### src/rtl/mdio_pkg.sv
package mdio_pkg;
  localparam int ADDR_W   = 5;
  localparam int DATA_W   = 16;
  localparam int FRAME_W  = 32;
  localparam int RX_W     = 20;
  localparam int PRE_BITS = 32;
  localparam int RD_BITS  = 16;
  localparam int WR_BITS  = 32;
  localparam int TAIL_BITS = 2;
  localparam int BIT_W    = $clog2(FRAME_W);

  typedef enum logic [2:0] {
    ST_IDLE,
    ST_PRE,
    ST_HDR,
    ST_RX,
    ST_TAIL
  } mdioState_e;

  // strobes from control to datapath
  typedef struct packed {
    logic load;      // capture request and build frame
    logic shiftTx;   // advance to next header bit
    logic sample;    // take one receive sample
    logic preamble;  // force ones on the line
    logic drive;     // line enable
    logic finishRd;  // read complete, publish result
  } mdioStrb_t;
endpackage

### src/rtl/mdio_ctrl.sv
module mdio_ctrl
  import mdio_pkg::*;
#(
  parameter int HALF_CYC = 20
) (
  input  logic      clk,
  input  logic      rst_n,
  input  logic      reqValid,
  input  logic      reqWrite,
  input  logic      preambleEn,
  output mdioStrb_t strb,
  output logic      mdc,
  output logic      busy,
  output logic      done
);
  localparam int CW = $clog2(2 * HALF_CYC);
  localparam logic [CW-1:0] MID_CNT  = CW'(HALF_CYC - 1);
  localparam logic [CW-1:0] HIGH_CNT = CW'(HALF_CYC);
  localparam logic [CW-1:0] LAST_CNT = CW'(2 * HALF_CYC - 1);

  mdioState_e state;
  logic [CW-1:0]    halfCnt;
  logic [BIT_W-1:0] bitCnt;
  logic             isWrite;
  logic [BIT_W-1:0] lastIdx;
  logic             bitEnd;
  logic             stateEnd;
  mdioState_e       nextState;

  always_comb begin
    unique case (state)
      ST_PRE:  lastIdx = BIT_W'(PRE_BITS - 1);
      ST_HDR:  lastIdx = isWrite ? BIT_W'(WR_BITS - 1) : BIT_W'(RD_BITS - 1);
      ST_RX:   lastIdx = BIT_W'(RX_W - 1);
      ST_TAIL: lastIdx = BIT_W'(TAIL_BITS - 1);
      default: lastIdx = '0;
    endcase
  end

  always_comb begin
    unique case (state)
      ST_PRE:  nextState = ST_HDR;
      ST_HDR:  nextState = isWrite ? ST_TAIL : ST_RX;
      default: nextState = ST_IDLE;
    endcase
  end

  assign busy     = (state != ST_IDLE);
  assign bitEnd   = busy && (halfCnt == LAST_CNT);
  assign stateEnd = bitEnd && (bitCnt == lastIdx);
  assign mdc      = busy && (halfCnt >= HIGH_CNT);

  always_comb begin
    strb          = '0;
    strb.load     = !busy && reqValid;
    strb.shiftTx  = (state == ST_HDR) && bitEnd;
    strb.sample   = (state == ST_RX) && (halfCnt == MID_CNT);
    strb.preamble = (state == ST_PRE);
    strb.drive    = (state == ST_PRE) || (state == ST_HDR);
    strb.finishRd = (state == ST_RX) && stateEnd;
  end

  always_ff @(posedge clk) begin
    if (!rst_n) begin
      state   <= ST_IDLE;
      halfCnt <= '0;
      bitCnt  <= '0;
      isWrite <= 1'b0;
      done    <= 1'b0;
    end else begin
      done <= stateEnd && ((state == ST_RX) || (state == ST_TAIL));
      if (strb.load) begin
        state   <= preambleEn ? ST_PRE : ST_HDR;
        isWrite <= reqWrite;
        halfCnt <= '0;
        bitCnt  <= '0;
      end else if (busy) begin
        halfCnt <= bitEnd ? '0 : halfCnt + 1'b1;
        if (stateEnd) begin
          bitCnt <= '0;
          state  <= nextState;
        end else if (bitEnd) begin
          bitCnt <= bitCnt + 1'b1;
        end
      end
    end
  end


  mdc_hold_chk: assert property (@(posedge clk) disable iff (!rst_n)
    (busy && halfCnt != MID_CNT && halfCnt != LAST_CNT) |=> $stable(mdc));


  done_pulse_chk: assert property (@(posedge clk) disable iff (!rst_n)
    done |=> !done);


  done_idle_chk: assert property (@(posedge clk) disable iff (!rst_n)
    done |-> (!mdc && !busy));


  start_chk: assert property (@(posedge clk) disable iff (!rst_n)
    $rose(busy) |-> $past(reqValid));
endmodule

### src/rtl/mdio_dpath.sv
module mdio_dpath
  import mdio_pkg::*;
(
  input  logic              clk,
  input  logic              rst_n,
  input  mdioStrb_t         strb,
  input  logic              reqWrite,
  input  logic [ADDR_W-1:0] reqPhy,
  input  logic [ADDR_W-1:0] reqReg,
  input  logic [DATA_W-1:0] reqData,
  input  logic              mdioIn,
  output logic              mdioOut,
  output logic [DATA_W-1:0] rdData
);
  logic [FRAME_W-1:0] txShift;
  logic [RX_W-1:0]    rxShift;
  logic [FRAME_W-1:0] rdFrame;
  logic [FRAME_W-1:0] wrFrame;

  // read header left-aligned: 11 01 10 phy reg
  assign rdFrame = {2'b11, 2'b01, 2'b10, reqPhy, reqReg, {(FRAME_W - RD_BITS){1'b0}}};
  // write frame: 01 01 phy reg 10 data
  assign wrFrame = {2'b01, 2'b01, reqPhy, reqReg, 2'b10, reqData};

  always_ff @(posedge clk) begin
    if (!rst_n) begin
      txShift <= '0;
      rxShift <= '0;
      rdData  <= '0;
    end else begin
      if (strb.load) begin
        txShift <= reqWrite ? wrFrame : rdFrame;
        rxShift <= '0;
      end else begin
        if (strb.shiftTx) txShift <= txShift << 1;
        if (strb.sample)  rxShift <= {rxShift[RX_W-2:0], mdioIn};
      end
      if (strb.finishRd) rdData <= rxShift[DATA_W:1];
    end
  end

  assign mdioOut = strb.drive && (strb.preamble || txShift[FRAME_W-1]);


  rd_hold_chk: assert property (@(posedge clk) disable iff (!rst_n)
    !strb.finishRd |=> $stable(rdData));
endmodule

### src/rtl/mdio_master.sv
module mdio_master
  import mdio_pkg::*;
#(
  parameter int HALF_CYC = 20
) (
  input  logic              clk,
  input  logic              rst_n,
  input  logic              reqValid,
  input  logic              reqWrite,
  input  logic [ADDR_W-1:0] reqPhy,
  input  logic [ADDR_W-1:0] reqReg,
  input  logic [DATA_W-1:0] reqData,
  input  logic              preambleEn,
  output logic              busy,
  output logic              rdDone,
  output logic [DATA_W-1:0] rdData,
  output logic              mdc,
  output logic              mdioOut,
  output logic              mdioOe,
  input  logic              mdioIn
);
  mdioStrb_t strb;

  mdio_ctrl #(.HALF_CYC(HALF_CYC)) i_ctrl (
    .clk        (clk),
    .rst_n      (rst_n),
    .reqValid   (reqValid),
    .reqWrite   (reqWrite),
    .preambleEn (preambleEn),
    .strb       (strb),
    .mdc        (mdc),
    .busy       (busy),
    .done       (rdDone)
  );

  mdio_dpath i_dpath (
    .clk      (clk),
    .rst_n    (rst_n),
    .strb     (strb),
    .reqWrite (reqWrite),
    .reqPhy   (reqPhy),
    .reqReg   (reqReg),
    .reqData  (reqData),
    .mdioIn   (mdioIn),
    .mdioOut  (mdioOut),
    .rdData   (rdData)
  );

  assign mdioOe = strb.drive;


  line_quiet_chk: assert property (@(posedge clk) disable iff (!rst_n)
    !mdioOe |-> !mdioOut);


  idle_quiet_chk: assert property (@(posedge clk) disable iff (!rst_n)
    !busy |-> (!mdc && !mdioOe));
endmodule

### config.mk
export PLATFORM = sky130hd
export DESIGN_NAME = mdio_master
export DESIGN_NICKNAME = d
export VERILOG_FILES = /design/src/rtl/mdio_pkg.sv /design/src/rtl/mdio_ctrl.sv /design/src/rtl/mdio_dpath.sv /design/src/rtl/mdio_master.sv
export SDC_FILE = /design/constraint.sdc
export NUM_CORES = 1
export LEC_CHECK = 0
export BUFFER_PORTS_ARGS = -buffer_cell sky130_fd_sc_hd__buf_4
export CAP_MARGIN = 20
export CORE_MARGIN = 2
export CORE_UTILIZATION = 57
export DETAILED_ROUTE_END_ITERATION = 12
export MAX_ROUTING_LAYER = met4
export PLACE_DENSITY_LB_ADDON = 0.05
export SLEW_MARGIN = 0
export SYNTH_ARGS = -nofsm -noshare
export SYNTH_HDL_FRONTEND = slang
export SYNTH_SLANG_ARGS = --single-unit
### constraint.sdc
create_clock -name clk -period 2.41 [get_ports clk]
set_input_delay 0.6025 -clock clk [delete_from_list [all_inputs] [get_ports clk]]
set_output_delay 0.6025 -clock clk [all_outputs]
set_load 0.1 [all_outputs]
==> results by stage <==
Floorplanning:
- The die extent in y is 84.4 microns.
- The boundary pin count is 53.
- The die covers 0.00712 sq mm.
- The site row count is 29.
- In this run the horizontal extent of the chip is 84.4 microns.
- The initial utilization of the core area, before any placement, comes to 58.3%.
- The placeable core region is 0.00631 sq mm.

Clock network:
- The number of buffers on the longest clock path is 2.
- The clock root buffer is sky130_fd_sc_hd__clkbuf_8.
- The CTS clock-pin slew for the worst setup and hold paths is 0.08 ns.
- The clock reaches the later pin of the worst-skew pair after between 0.3 and 0.4 ns.
- The total clock sinks is 81.
- TritonCTS built the clock tree.
- In this run, CTS created clock tree buffers numbering 9.
- The count of H-tree levels built during CTS is 3.

Placement:
- Detailed placement finished with a half-perimeter wire length of 5.38 mm.
- The congestion estimate from routability-driven global placement came to between 0.7 and 0.8.
- The number of buffers added on ports is 52.

Yosys:
- The proportion of netlist area held by the largest area contributor is about 44%.
- Ranked by total cell area, the synthesized netlist is headed by sky130_fd_sc_hd__dfxtp_1 44%, sky130_fd_sc_hd__mux2i_1 7.6%, sky130_fd_sc_hd__a21oi_1 6.7%.
- The number of nets handed over by synthesis was 475.
- For this run, the number of Yosys warnings is 0.
- The average footprint of a synthesized cell is 8.37 sq um.
- Counting distinct cell types in the post-synthesis netlist gives 43.
- The largest total area in the synthesized netlist belongs to sky130_fd_sc_hd__dfxtp_1.
- Summing the sequential cell areas from Yosys gives 44.0% of the chip area.
- After synthesis the netlist holds a flip-flop and latch count of 81.
- In this run the cell area of the synthesized design comes to 0.00368 sq mm.
- The number of instances in the synthesized netlist is 440.

Worst setup path:
- Tracing the worst setup path back leads to its startpoint at i_ctrl.state[1]$_SDFFE_PN0P_.
- The endpoint identified for the worst register-to-register timing path is i_dpath.txShift[8]$_SDFFE_PN0P_.
- The worst setup path is captured at a primary output.
- The worst setup path is launched from a flip-flop.
- The start-to-end type of the worst setup path is flip-flop to primary output.
- Counting stages on the worst path, the most repeated cell is sky130_fd_sc_hd__buf_4.
- The logic depth of the worst register-to-register path is 7.
- The critical path's slowest cell is sky130_fd_sc_hd__dfxtp_1.
- The critical path goes through buf_4, nor2b_1, nand2_1, a21oi_2, buf_4.
- The minimum setup slack among reg-to-reg paths is 0.21 ns.
- The required time of the critical path is 1.81 ns.
- The critical path buffer and inverter count is 2.
- Data on the critical path arrives at its endpoint at 1.65 ns.
- The worst register-to-register path begins at i_ctrl.halfCnt[0]$_SDFFE_PP0N_.
- Along the worst path, the maximum fanout reaches 14.
- The worst stage delay on the critical path is 0.37 ns.
- The kind of cell with the highest combined delay on the critical path is buffers and inverters.

Pwr:
- The worst supply voltage drop on vdd is between 500 and 600 uV.
- Of the total power, the clock network draws a little over a third.
- The static power due to leakage is 1.77 nW.
- The logic gate share of total power is 15.2%.
- The net switching power is approximately 0.00080 W.
- Of the total power, registers draw 48.9%.
- The internal power is 0.00214 W.
- The switching share of power is 27.2%.
- Power spread over the standard cell area amounts to between 600 and 700 mW/mm^2.

Global routing:
- In the global route stage, met3 resource usage came out at ~3.6%.
- The number of antenna violations at the first check in global routing is 0.
- Global routing consumed, over all layers together, about a quarter of the routing resources.
- Global routing used 38.9% of the available met2 tracks.
- The global-route wire length before repair is 14.0 mm.
- The global routing stage identified its most utilized layer as met2.
- The number of global-route vias before repair came to 3036.
- The remaining global-route overflow is 0.
- The fraction of met1 tracks used by global routing is approximately 32%.
- The maximum number of pins on one net before global-route repair is 30.

Final layout:
- Compared with the post-synthesis result, the final layout area differs by 19.3%.
- Cells with a size suffix above 1 make up approximately a fifth of the layout.
- In the final design database the tool counted between 500 and 600 nets.
- The multi-input combinational cells in the finished layout cover a total of 0.00191 sq mm.
- The number of antenna diodes in the final layout is 0.
- The number of filler cells placed in the layout is approximately 530.
- In the layout the commonest cells are 81 x sky130_fd_sc_hd__dfxtp_1, 68 x sky130_fd_sc_hd__buf_4, 58 x sky130_fd_sc_hd__nand2_1, 46 x sky130_fd_sc_hd__a21oi_1, 45 x sky130_fd_sc_hd__nor2_1.
- In the final layout, flip-flops and latches occupy 0.00162 sq mm.
- For this run, the share of the core covered by cells in the final layout is 69.6%.
- The most common cell after layout, fill and taps aside is sky130_fd_sc_hd__dfxtp_1.

Min path:
- The worst hold path endpoint is i_dpath.txShift[29]$_SDFFE_PN0P_.
- Counting instances, the worst hold path has a depth of 2.
- The source of the worst hold timing path is i_dpath.txShift[28]$_SDFFE_PN0P_.
- The worst hold path class is flip-flop to flip-flop.

Routing:
- The remaining antenna violation count after routing is 0.
- The pre-antenna-repair detailed-routing pass consisted of 4 iterations.
- The starting DRC count in detailed routing is approximately 180.
- Dividing the detail-routed via count by the number of cells gives 5.74.
- Wires add up to 8.03 mm.
- The number of design rule violations left after detail routing is 0.
- The detailed router placed roughly 3200 vias in this run.
- The average routed wire per standard cell is approximately 14 microns.

STA:
- The relative slew slack is just under 60%.
- The share of the cycle needed by the critical path after routing is approximately 93%.
- The final period demand of the worst path is 2.25 ns.
- The final number of setup-violating endpoints is 0.
- The worst clock skew is 0.00549 ns.
- The total negative slack is 0 ns.
- At the pin with the least slew margin, the transition time is between 0.6 and 0.7 ns.
- The total count of hold-check failures in the final report is 0.
- Setup repair after global routing left no endpoint under its margin.
- Based on the critical path, the design can be clocked at up to ~440 MHz.
- The final-report max-slew violation count is 0.

Job:
- The reported max-cap violation count is 0.

Run status:
- The flow ran to the end, and the final reports show no timing, DRC or antenna violations.
cell type report:
type / count / share of cell area, %
tap: 77 / 2.19
sequential: 81 / 36.9
clock buffer: 10 / 2.90
clock inverter: 6 / 1.88
inverter: 8 / 0.683
multi-input combinational: 314 / 43.4
timing repair buffer: 69 / 12.1
logic make-up (layout without fill, tap and decap cells):
| group | after synthesis | after routing | synth area share (%) |
|---|---|---|---|
| adders and majority gates | 3 | 3 | 1.02 |
| DFF | 81 | 81 | 44.0 |
| AOI/OAI and AO/OA | 112 | 112 | 20.7 |
| muxes | 28 | 28 | 7.61 |
| xor gates and xnor gates | 6 | 6 | 1.43 |
| and+or+nand+nor | 165 | 165 | 20.4 |
| buffers and inverters | 45 | 93 | 4.89 |
power by group through the flow:
| stage | sequential [W] | clock, W | combinational [W] |
|---|---|---|---|
| 5_1_grt | 0.00145 | 0.00114 | 0.000493 |
| 6_report | 0.00144 | 0.00106 | 0.000446 |
| 3_5_place_dp | 0.00147 | 0 | 0.000445 |
| 3_3_place_gp | 0.00147 | 0 | 0.000433 |
| 2_1_floorplan | 0.00146 | 0 | 0.000315 |
| 4_1_cts | 0.00144 | 0.00107 | 0.000446 |
sequential cells by signal, indices dropped and copies added (netlist names):
signal           count
i_ctrl.done          1
i_dpath.txShift     32
i_ctrl.state         3
i_dpath.rxShift     17
i_ctrl.isWrite       1
i_dpath.rdData      16
i_ctrl.bitCnt        5
i_ctrl.halfCnt       6
per-layer routing:
layer / routed length, microns / share of wire [%]
met3: 280 / 3.5
met5: 0 / 0
met4: 70 / 0.87
met2: 3900 / 49
met1: 3780 / 47
worst max-delay path by stage:
stage                                             endpoint  depth (start not counted)  slack [ns]
after floorplan                                    mdioOut                          4        0.12
after global placement              i_ctrl.done$_SDFF_PN0_                          5        0.20
after detailed placement  i_dpath.txShift[25]$_SDFFE_PN0P_                          6        0.16
after CTS                  i_dpath.txShift[8]$_SDFFE_PN0P_                          7        0.12
after global routing       i_dpath.txShift[8]$_SDFFE_PN0P_                          7        0.04
final                                              mdioOut                          5        0.16
cell usage after synthesis (all sizes together):
cell and number:
a211oi 1, nor2b 2, ha 3, a311oi 20
o311ai 1, xor2 4, buf 12, nor4b 2
a2bb2oi 1, nor3 17, nand2b 3, nand4bb 1
o311a 2, o21ai 19, or3 2, clkbuf 25
a21boi 1, nand4b 2, o211ai 2, nand4 3
o21a 4, nand3b 1, nor2 45, a22o 1
dfxtp 81, inv 8, mux2i 28, nand3 24
nor3b 1, or3b 1, and2 1, a2111oi 7
or4 1, a211o 1, xnor2 2, o211a 1
a22oi 2, a21oi 49, nand2 59
through the flow:
| step | area (sq um) | worst slack [ns] | hold slack (ns) | cells | total power [W] |
|---|---|---|---|---|---|
| final | 4390 | 0.161 | 0.460 | 565 | 0.00294 |
| after global routing | 4390 | 0.0431 | 0.489 | 565 | 0.00308 |
| after CTS | 4380 | 0.121 | 0.461 | 565 | 0.00296 |
| after detailed placement | 4170 | 0.155 | 0.450 | 549 | 0.00191 |
| after global placement | 4170 | 0.202 | 0.449 | 549 | 0.00190 |
| after floorplan | 3690 | 0.117 | 0.433 | 440 | 0.00177 |
tightest hold or removal path: cells and delay by family (launching register included):
kind	cells	cell delay, ns
flip-flops	1	0.32
AND/OR/NAND/NOR	1	0.05
AO/OA/AOI/OAI	1	0.05
repair_timing:
action                                  CTS  global route
endpoints found under the setup margin    0             7
hold buffers                              0             0
resized for setup                         0             3
buffers inserted                          0             0
(Power assumes the default switching activity.)
